$ cat src/rtl/elem_loop_pkg.sv
package elem_loop_pkg;
  typedef enum logic [0:0] {ST_IDLE, ST_RUN} seq_state_e;
  localparam int SUBW = 2;
endpackage

$ cat src/rtl/elem_mask_prep.sv
module elem_mask_prep #(
  parameter int MAXVL = 16
) (
  input  logic [MAXVL-1:0] pred_val,
  input  logic             src_is_x0,
  input  logic             inv,
  input  logic             zeroing,
  output logic [MAXVL-1:0] mask,
  output logic             reserved
);
  logic [MAXVL-1:0] raw;
  always_comb begin
    raw      = src_is_x0 ? '0 : pred_val;
    mask     = raw ^ {MAXVL{inv}};
    reserved = src_is_x0 & inv & zeroing;
  end
endmodule

$ cat src/rtl/vl_clamp.sv
module vl_clamp #(
  parameter int MAXVL = 16,
  localparam int LW = $clog2(MAXVL + 1)
) (
  input  logic [LW-1:0] vl_req,
  output logic [LW-1:0] vl_eff
);
  always_comb begin
    if (vl_req == '0)
      vl_eff = LW'(1);
    else if (vl_req > LW'(MAXVL))
      vl_eff = LW'(MAXVL);
    else
      vl_eff = vl_req;
  end
endmodule

$ cat src/rtl/elem_sub_ctr.sv
module elem_sub_ctr #(
  parameter int EW = 4,
  parameter int SW = 2
) (
  input  logic          clk,
  input  logic          rst_n,
  input  logic          load,
  input  logic [EW-1:0] load_elem,
  input  logic [SW-1:0] load_sub,
  input  logic          step_elem,
  input  logic          step_sub,
  output logic [EW-1:0] elem,
  output logic [SW-1:0] sub
);
  always_ff @(posedge clk or negedge rst_n) begin
    if (!rst_n) begin
      elem <= '0;
      sub  <= '0;
    end else if (load) begin
      elem <= load_elem;
      sub  <= load_sub;
    end else if (step_elem) begin
      elem <= elem + EW'(1);
      sub  <= '0;
    end else if (step_sub) begin
      sub <= sub + SW'(1);
    end
  end
endmodule

$ cat src/rtl/elem_loop_seq.sv
module elem_loop_seq #(
  parameter int MAXVL = 16,
  localparam int LW = $clog2(MAXVL + 1),
  localparam int EW = $clog2(MAXVL)
) (
  input  logic             clk,
  input  logic             rst_n,
  input  logic             start_i,
  input  logic [LW-1:0]    vl_i,
  input  logic [1:0]       subvl_i,
  input  logic [MAXVL-1:0] pred_i,
  input  logic             pred_x0_i,
  input  logic             inv_i,
  input  logic             zero_i,
  input  logic             ffirst_i,
  input  logic [EW-1:0]    resume_elem_i,
  input  logic [1:0]       resume_sub_i,
  output logic             issue_valid_o,
  input  logic             issue_ready_i,
  output logic [EW-1:0]    elem_o,
  output logic [1:0]       sub_o,
  output logic             zero_wr_o,
  output logic             commit_o,
  input  logic             res_zero_i,
  input  logic             res_fault_i,
  output logic             busy_o,
  output logic             done_o,
  output logic             fault_o,
  output logic             illegal_o,
  output logic [LW-1:0]    vl_o
);
  import elem_loop_pkg::*;

  seq_state_e       state_q;
  logic [MAXVL-1:0] mask_d, mask_q;
  logic [LW-1:0]    vl_eff, vl_q, vl_out_q;
  logic [1:0]       subvl_q;
  logic             zero_q, ff_q, reserved;
  logic             done_q, fault_q, illegal_q;
  logic [EW-1:0]    elem;
  logic [1:0]       sub;

  logic run, cur_bit, active, hs, trig, at_zero_fault;
  logic last_elem, last_sub, grp_end, finish, load;

  elem_mask_prep #(.MAXVL(MAXVL)) u_mask (
    .pred_val (pred_i),
    .src_is_x0(pred_x0_i),
    .inv      (inv_i),
    .zeroing  (zero_i),
    .mask     (mask_d),
    .reserved (reserved)
  );

  vl_clamp #(.MAXVL(MAXVL)) u_clamp (
    .vl_req(vl_i),
    .vl_eff(vl_eff)
  );

  elem_sub_ctr #(.EW(EW), .SW(SUBW)) u_ctr (
    .clk      (clk),
    .rst_n    (rst_n),
    .load     (load),
    .load_elem(resume_elem_i),
    .load_sub (resume_sub_i),
    .step_elem(grp_end & ~last_elem),
    .step_sub (commit_o & ~last_sub),
    .elem     (elem),
    .sub      (sub)
  );

  always_comb begin
    run           = (state_q == ST_RUN);
    cur_bit       = mask_q[elem];
    active        = cur_bit | zero_q;
    issue_valid_o = run & active;
    zero_wr_o     = issue_valid_o & ~cur_bit;
    hs            = issue_valid_o & issue_ready_i;
    trig          = hs & ff_q & cur_bit & (res_zero_i | res_fault_i);
    commit_o      = hs & ~trig;
    at_zero_fault = (elem == '0) & res_fault_i;
    last_elem     = (LW'(elem) == vl_q - LW'(1));
    last_sub      = (sub == subvl_q);
    grp_end       = (run & ~active) | (commit_o & last_sub);
    finish        = grp_end & last_elem;
    load          = start_i & ~run & ~reserved;
  end

  always_ff @(posedge clk or negedge rst_n) begin
    if (!rst_n) begin
      state_q   <= ST_IDLE;
      mask_q    <= '0;
      vl_q      <= LW'(1);
      vl_out_q  <= LW'(1);
      subvl_q   <= '0;
      zero_q    <= 1'b0;
      ff_q      <= 1'b0;
      done_q    <= 1'b0;
      fault_q   <= 1'b0;
      illegal_q <= 1'b0;
    end else begin
      done_q    <= finish | (trig & ~at_zero_fault);
      fault_q   <= trig & at_zero_fault;
      illegal_q <= start_i & ~run & reserved;
      if (load) begin
        state_q  <= ST_RUN;
        mask_q   <= mask_d;
        vl_q     <= vl_eff;
        vl_out_q <= vl_eff;
        subvl_q  <= subvl_i;
        zero_q   <= zero_i;
        ff_q     <= ffirst_i;
      end else if (trig) begin
        state_q <= ST_IDLE;
        if (!at_zero_fault) vl_out_q <= LW'(elem);
      end else if (finish) begin
        state_q <= ST_IDLE;
      end
    end
  end

  assign elem_o    = elem;
  assign sub_o     = sub;
  assign busy_o    = run;
  assign done_o    = done_q;
  assign fault_o   = fault_q;
  assign illegal_o = illegal_q;
  assign vl_o      = vl_out_q;
endmodule

$ cat config.mk
export PLATFORM = sky130hd
export DESIGN_NAME = elem_loop_seq
export DESIGN_NICKNAME = d
export VERILOG_FILES = /design/src/rtl/elem_loop_pkg.sv /design/src/rtl/elem_mask_prep.sv /design/src/rtl/vl_clamp.sv /design/src/rtl/elem_sub_ctr.sv /design/src/rtl/elem_loop_seq.sv
export SDC_FILE = /design/constraint.sdc
export NUM_CORES = 1
export LEC_CHECK = 0
export ABC_AREA = 1
export BUFFER_PORTS_ARGS = -buffer_cell sky130_fd_sc_hd__buf_2
export CAP_MARGIN = 20
export CORE_AREA = 2 2 73 75
export DETAILED_ROUTE_END_ITERATION = 8
export DIE_AREA = 0 0 75 77
export GPL_TIMING_DRIVEN = 0
export PLACE_DENSITY = 0.74
export SLEW_MARGIN = 10
export SYNTH_ARGS = -nofsm -noshare
export SYNTH_HDL_FRONTEND = slang
export SYNTH_SLANG_ARGS = --single-unit
$ cat constraint.sdc
create_clock -name clk -period 1.95 [get_ports clk]
set_input_delay 0.0975 -clock clk [delete_from_list [all_inputs] [get_ports clk]]
set_output_delay 0.0975 -clock clk [all_outputs]
set_load 0.02 [all_outputs]
==> parameters.txt, run 1 <==
Parameter                              Value

Status
  Status    finished with violations
  Failing checks    setup timing

Hold path
  Worst Hold End    ff_q
  Path class of the lowest-slack min-delay path    in -> reg
  Worst hold path stage count    3
  Worst Hold Launch    ffirst_i

Yosys
  Number of flops mapped to enable cells by yosys    0
  Register bit count reported by yosys    40
  Count of cell types in the netlist    36
  Fraction of registers with async set or reset after synthesis    between 90% and 100%
  Post-synth design cell area    approximately 2300 sq um
  Yosys warning count    0
  Net count after synthesis    336
  Cells after Synth    294
  Sequential area share after synthesis    42.98%
  Most common flop cell mapped by yosys    sky130_fd_sc_hd__dfrtp_1
  Synthesized area divided by synthesized cell count    7.941 sq um

Floorplanning
  Die extent in y    77 um
  Die area    between 5000 and 6000 sq um
  Die X-Extent    75 um
  Effective utilization at floorplan    a little under half
  Top Ports    57
  Cell row count    26
  Core Area    4977 sq um

Worst setup path
  Slowest stage cell on the critical path    sky130_fd_sc_hd__dfrtp_2
  Worst setup SP type    register
  Kind of capture point of the worst setup path    register
  Max incr delay on CP    0.45 ns
  Register-to-register setup slack    -0.06 ns
  Peak fanout along the critical path    8
  Number of cells on the worst reg-to-reg path    11
  Reg-to-reg critical path startpoint    u_ctr.elem[0]
  Critical-path cell list    buf_6 -> buf_4 -> buf_4 -> xnor2_1 -> nor3b_2 -> and3b_2 -> nand3_2 -> nand2_4 -> nand2_4 -> nor2_2 -> nor2_1
  Setup Crit Path Kind    reg -> reg
  Arrival time reported for the critical path endpoint    2.19 ns
  Required time at the endpoint of the critical path    2.13 ns
  Reg2reg end    u_ctr.elem[0]

Flow run
  Number of max-cap violations    0

STA
  Setup repair after global routing missed its margin    yes
  Max_slew headroom    40.81%
  Maximum operating frequency    497.0 MHz
  Final setup violating endpoints    7
  Final-report hold violation count    0
  Min Clock Period, post-route    around 2.0 ns
  Final-report max-slew violation count    0
  Least setup slack across all paths after layout    -0.06192 ns
  Share of the clock period used by the worst path after layout    103.2%
  Slew at the pin with the worst max-slew slack    0.8878 ns
  Max Clock Skew    about 0.0048 ns

Placement
  Port bufs    55
  Detailed-placement wirelength estimate    3991 um
  Routability-driven placement congestion ratio    0.7789
  Placed Cells    419

GRT
  Antenna violations before repair    0
  Wire length of the first global-routing pass    9156 um
  Via count of the first global-routing pass    2,008
  Remaining Overflow, GRT    0
  Total routing resource utilization after global routing    20.36%
  Pin count of the biggest net entering global routing    about 40

Finish
  Number of nets in the layout    between 400 and 500
  Synth-to-layout area growth    32.32%
  Non-filler cells in the finished layout    443
  Share of final-layout standard cells stronger than drive strength 1    a little over a third
  Count of antenna diodes in the layout    0
  Most frequent cells in the layout    sky130_fd_sc_hd__nand2_1, sky130_fd_sc_hd__buf_2, sky130_fd_sc_hd__dfrtp_1
  Layout filler cell count    ~450
  Leading cell type in the layout, fill and taps excluded    sky130_fd_sc_hd__nand2_1

Clocking
  Clock root buffer master    sky130_fd_sc_hd__clkbuf_8
  Clock Sinks    40
  Clk pin slew, worst setup/hold paths    0.08 ns
  H-tree levels    2
  Maximum number of buffers from clock root to sink    2
  Number of buffers created by CTS    5
  CTS tree    yes
  Clk Latency, worst-skew pair    0.29 ns

Power
  Power density over the cells    1734 nW/um^2
  Final Total Pwr    5358 uW
  Peak VDD IR    613.4 uV
  Total leakage power    0.001555 uW

Drt
  Total number of vias    approximately 2,200
  Via count normalized by instance count    4.910
  Post-route ant nets    0
  DRT Pass-1 Iters    4
  Starting DRC count in detailed routing    81
  Total Wirelength    5811 um
  Average wire length per cell after detail routing    ~13 um
  Remaining design rule violation count    0
critical path: cells and delay by family, from the launching register on:
| kind | cells | cell delay [ns] |
|---|---|---|
| and+or+nand+nor | 7 | 0.89 |
| DFF | 1 | 0.45 |
| buffers and inverters | 3 | 0.41 |
| xor gates and xnor gates | 1 | 0.14 |
through the flow:
stage,setup WS [ns],instance area [sq um],utilization (%),TNS [ns],hold WS [ns]
after detailed placement,-0.02244,2704,54.32,-0.02244,0.2813
after floorplan,0.03037,2341,-,0,-0.1981
after global placement,0.01508,2704,54.32,0,0.2657
final,-0.06192,3089,62.07,-0.1679,0.01036
after CTS,0.005442,2867,57.59,0,0.009554
after global routing,-0.1426,3089,62.07,-1.075,0.02625
registers in the layout, indices dropped and copies added (netlist names):
register    flops
mask_q         16
vl_o            5
vl_q            5
u_ctr.elem      4
subvl_q         2
u_ctr.sub       2
busy_o          1
done_o          1
fault_o         1
ff_q            1
illegal_o       1
zero_q          1
timing repair:
action	in CTS	in global routing
resized for setup	9	38
cloned	0	0
hold endpoints to repair	39	0
endpoints found under the setup margin	9	14
buffers inserted	3	11
pin swaps	4	15
hold buffers	2	0
cells in the mapped netlist, types with 2 or more instances:
library cell	instances	area share [%]
sky130_fd_sc_hd__o22ai_1	2	0.54
sky130_fd_sc_hd__clkbuf_1	6	0.96
sky130_fd_sc_hd__buf_6	2	0.96
sky130_fd_sc_hd__ha_1	3	1.6
sky130_fd_sc_hd__nand4_1	4	1.1
sky130_fd_sc_hd__a31oi_1	4	1.1
sky130_fd_sc_hd__nand3b_1	4	1.3
sky130_fd_sc_hd__nor2_4	2	0.96
sky130_fd_sc_hd__xnor2_1	6	2.3
sky130_fd_sc_hd__nand2_4	2	0.96
sky130_fd_sc_hd__or2_2	2	0.54
sky130_fd_sc_hd__nor2_1	16	2.6
sky130_fd_sc_hd__dfstp_2	2	2.3
sky130_fd_sc_hd__xor2_1	18	6.8
sky130_fd_sc_hd__nand3_2	3	1.3
sky130_fd_sc_hd__dfrtp_1	38	41
sky130_fd_sc_hd__nand2_2	6	1.6
sky130_fd_sc_hd__a21oi_1	3	0.64
sky130_fd_sc_hd__nor3_1	4	0.86
sky130_fd_sc_hd__inv_2	3	0.48
sky130_fd_sc_hd__nand3_1	16	3.4
sky130_fd_sc_hd__nand2_1	87	14
sky130_fd_sc_hd__inv_1	23	3.7
sky130_fd_sc_hd__nor2_2	2	0.54
sky130_fd_sc_hd__o21ai_0	25	5.4
logic make-up after synthesis:
logic type      synth area share [%]
flops                          42.98
compound gates                 8.520
xor+xnor                       9.003
buf+inv                        7.395
simple gates                   30.49
fa+ha+maj                      1.608
routing by layer:
layer | up-vias | wire length [um] | GRT usage [%]
met1 | 1002 | 2498 | 27.72
li1 | 1096 | - | -
met5 | - | 0 | 0
met2 | 66 | 2912 | 31.84
met4 | 0 | 143 | 8.929
met3 | 11 | 256 | 2.760
worst max path at each step:
stage                  startpoint       endpoint  slack [ns]  cells past startpoint
finish              u_ctr.elem[0]  u_ctr.elem[0]       -0.06                     11
global placement          vl_q[0]  u_ctr.elem[0]        0.02                     10
CTS                       vl_q[0]  u_ctr.elem[0]       0.005                     10
detailed placement        vl_q[0]  u_ctr.elem[0]       -0.02                     10
global route        u_ctr.elem[0]  u_ctr.elem[0]       -0.14                     11
floorplan           u_ctr.elem[3]   u_ctr.sub[1]        0.03                     15
layout make-up:
cell class | instances | area [sq um] | area share (%)
multi-input combinational | 216 | 1300 | 42.08
sequential | 40 | 1005 | 32.52
timing repair buffer | 71 | 414.1 | 13.41
inverter | 26 | 112.6 | 3.645
clock buffer | 8 | 90.09 | 2.916
tap | 70 | 87.58 | 2.835
buffer | 12 | 80.08 | 2.592
power by group:
group / switching [uW] / leakage, uW / internal [uW]
Combinational: 1910 / 0.00102 / 1360
Sequential: 284 / 0.000490 / 1230
Clock: 288 / 0.0000455 / 289
No activity file was read; power rests on OpenSTA's default activity.
==> run 2: changes to the inputs <==
--- a/config.mk
+++ b/config.mk
@@ -8,11 +8,12 @@
 export ABC_AREA = 1
 export BUFFER_PORTS_ARGS = -buffer_cell sky130_fd_sc_hd__buf_2
 export CAP_MARGIN = 20
-export CORE_AREA = 2 2 73 75
+export CORE_AREA = 2 2 72 74
+export CTS_CLUSTER_DIAMETER = 30
 export DETAILED_ROUTE_END_ITERATION = 8
-export DIE_AREA = 0 0 75 77
+export DIE_AREA = 0 0 74 76
 export GPL_TIMING_DRIVEN = 0
-export PLACE_DENSITY = 0.74
+export PLACE_DENSITY = 0.73
 export SLEW_MARGIN = 10
 export SYNTH_ARGS = -nofsm -noshare
 export SYNTH_HDL_FRONTEND = slang
==> constraint.sdc (replaced) <==
create_clock -name clk -period 1.86 [get_ports clk]
set_input_delay 0.093 -clock clk [delete_from_list [all_inputs] [get_ports clk]]
set_output_delay 0.093 -clock clk [all_outputs]
set_load 0.02 [all_outputs]
==> run 2 against run 1 <==
  * Largest power group unchanged
  * Register-to-register slack improved by 0.04 ns
  * Sequential power rose by 8%
  * Die area shrank 2.6%
  * The flow still finishes with violations (setup timing)
  * Global-route usage up 0.20 points
  * Largest cell class unchanged
  * Critical path type is now reg -> out
  * Total power is 2.8% lower
  * Worst setup slack improved by 0.039 ns
  * Clock skew is 0.0010 ns higher
==> parameters.txt, run 2 (same netlist as run 1, synthesis figures left out) <==
Parameter                              Value

Status
  Status    finished with violations
  Failing checks    setup timing

Worst setup path
  Slowest stage cell on the critical path    sky130_fd_sc_hd__dfrtp_2
  Reg-to-reg critical path startpoint    u_ctr.elem[0]
  Required time at the endpoint of the critical path    1.77 ns (-0.36 ns)
  Critical-path cell list    inv_4 -> nand2_1 -> nand3_1 -> nand2_1 -> nor2_2 -> nand2_2 -> nand3_2 -> nand2_4 -> nor3_4 -> buf_6
  Kind of capture point of the worst setup path    output pin
  Cell type group with the largest total delay on the critical path    simple AND/OR/NAND/NOR gates
  Peak fanout along the critical path    8 (unchanged)
  Max incr delay on CP    0.46 ns (about the same)
  Setup Crit Path Kind    reg -> out
  Buffer and inverter count on the worst path    2 (-1)
  Logic depth of the worst path, buffers included    10 (-1)
  Most prevalent standard cell on the critical path    sky130_fd_sc_hd__nand2_1
  Number of cells on the worst reg-to-reg path    15 (+4)
  Worst setup SP type    register
  Timing startpoint of the critical path    u_ctr.elem[0]
  Arrival time reported for the critical path endpoint    1.79 ns (-0.40 ns)

Clocking
  H-tree levels    2 (unchanged)
  Clk pin slew, worst setup/hold paths    0.07 ns (about the same)
  Maximum number of buffers from clock root to sink    2 (unchanged)
  CTS tree    yes
  Number of buffers created by CTS    5 (unchanged)
  Clk Latency, worst-skew pair    0.28 ns (about the same)
  Clock root buffer master    sky130_fd_sc_hd__clkbuf_8
  Clock Sinks    40 (unchanged)

STA
  Final-report max-slew violation count    0 (unchanged)
  Final setup TNS    -0.05838 ns (+0.1095 ns)
  Min Clock Period, post-route    1.883 ns
  Least setup slack across all paths after layout    -0.02321 ns (+0.03871 ns)
  Final setup violating endpoints    4 (-3)
  Slew at the pin with the worst max-slew slack    0.8876 ns (-0.0002145 ns)
  Max Clock Skew    0.005766 ns (+0.001015 ns)
  Final-report hold violation count    0 (unchanged)
  Share of the clock period used by the worst path after layout    101.2%
  Setup repair after global routing missed its margin    yes
  Maximum operating frequency    531.0 MHz
  Max_slew headroom    40.83% (about the same)

GRT
  Remaining Overflow, GRT    0 (unchanged)
  Pin count of the biggest net entering global routing    41 (unchanged)
  Via count of the first global-routing pass    2,061 (+2.6%)
  Total routing resource utilization after global routing    20.56% (+0.20 points)
  Antenna violations before repair    0 (unchanged)
  Wire length of the first global-routing pass    9190 um (+0.37%)

Finish
  Number of flip-flops in the largest register    16 (unchanged)
  Layout filler cell count    456 (+2.0%)
  Leading cell type in the layout, fill and taps excluded    sky130_fd_sc_hd__nand2_1
  Synth-to-layout area growth    26.80%
  Register with the highest flop count    mask_q
  Most frequent cells in the layout    sky130_fd_sc_hd__nand2_1, sky130_fd_sc_hd__buf_2, sky130_fd_sc_hd__dfrtp_1
  Count of antenna diodes in the layout    0 (unchanged)
  Share of final-layout standard cells stronger than drive strength 1    31.89% (-3.2 points)
  Number of nets in the layout    411 (-0.72%)

Floorplanning
  Die extent in y    76 um (-1.3%)
  Effective utilization at floorplan    47.53% (+0.62 points)
  Die X-Extent    74 um (-1.3%)
  Die area    5624 sq um (-2.6%)
  Core Area    4912 sq um (-1.3%)
  Top Ports    57 (unchanged)
  Cell row count    26 (unchanged)

Flow run
  Number of max-cap violations    0 (unchanged)

Power
  Power density over the cells    1759 nW/um^2 (+1.4%)
  Net Sw Power    2383 uW (-4.0%)
  Seq pwr share    31.3% (+3.1 points)
  Peak VDD IR    660.0 uV (+7.6%)
  Switching power share of the total    45.77% (-0.56 points)
  Total leakage power    0.001497 uW (-3.7%)
  Part of the total power dissipated in combinational logic    58.2% (-2.9 points)
  Relative contribution of the clock network to total power    10.5% (-0.3 points)
  Cell internal power dissipation    2823 uW (-1.8%)
  Final Total Pwr    5206 uW (-2.8%)

Hold path
  Path class of the lowest-slack min-delay path    in -> reg
  Worst Hold Launch    subvl_i[1]
  Worst hold path stage count    3 (unchanged)

Placement
  Pre-CTS setup slack    -0.07819 ns (-0.05575 ns)
  Routability-driven placement congestion ratio    0.8326 (+6.9%)
  Detailed-placement wirelength estimate    3884 um (-2.7%)
  Port bufs    55 (unchanged)

Drt
  DRT Pass-1 Iters    4 (unchanged)
  Post-route ant nets    0 (unchanged)
  Total Wirelength    5381 um (-7.4%)
  Via count normalized by instance count    4.807 (-2.1%)
  Remaining design rule violation count    0 (unchanged)
  Average wire length per cell after detail routing    12.23 um (-6.8%)
  Total number of vias    2,115 (-2.8%)
  Starting DRC count in detailed routing    120 (+48%)
==> run 2: cell type report <==
type | count | area (sq um) | share of cell area (%)
well taps | 70 | 87.58 | 2.959
inverters | 26 | 105.1 | 3.550
plain buffers | 10 | 57.56 | 1.944
clock buffers | 8 | 80.08 | 2.705
multi-input cells | 216 | 1220 | 41.21
flip-flops and latches | 40 | 1007 | 34.02
repair buffers | 70 | 402.9 | 13.61
==> run 2: power groups by stage <==
stage,combinational [uW],clock (uW),sequential [uW]
floorplan,1940,0,1690
global placement,2650,0,1570
detailed placement,2700,0,1590
CTS,2930,557,1620
global route,3390,597,1680
finish,3030,547,1630
==> run 2: worst min-delay path, delay by kind of cell <==
kind                   cells  cell delay, ns
AND/OR/NAND/NOR            2            0.09
buffers and inverters      1            0.07
==> run 2: final timing paths <==
check / to / slack, ns
worst min register to register: mask_q[15] / 0.48
worst max-delay path: commit_o / -0.02
worst max register to register: u_ctr.sub[1] / -0.02
min in group asynchronous: mask_q[3] / 0.47
max in group asynchronous: u_ctr.elem[0] / 0.78
worst min-delay path: subvl_q[1] / 0.002
==> run 2: per-stage QoR <==
step,instances,instance area (sq um),hold WS (ns),util (%)
after floorplan,294,2347,-0.2026,-
after global routing,440,2960,0.01417,60.26
after global placement,419,2710,0.2617,55.17
after CTS,439,2923,0.001145,59.50
after detailed placement,419,2710,0.2716,55.17
final,440,2960,0.002245,60.26
==> run 2: per-layer routing <==
| metal | share of wire [%] | wire length [um] | vias up | GRT usage, % |
|---|---|---|---|---|
| met4 | 1.4 | 78 | 0 | 7.455 |
| met2 | 51 | 2724 | 48 | 34.29 |
| met3 | 3.9 | 208 | 8 | 3.968 |
| met5 | 0 | 0 | - | 0 |
| met1 | 44 | 2371 | 973 | 26.05 |
| li1 | - | - | 1086 | - |
==> run 2: repair_timing <==
| action | 4_1_cts | 5_1_grt |
|---|---|---|
| buffers inserted | 12 | 1 |
| hold buffers | 2 | 0 |
| endpoints found under the hold margin | 39 | 0 |
| setup endpoints to repair | 13 | 23 |
| pin swaps | 12 | 10 |
| resized for setup | 12 | 10 |
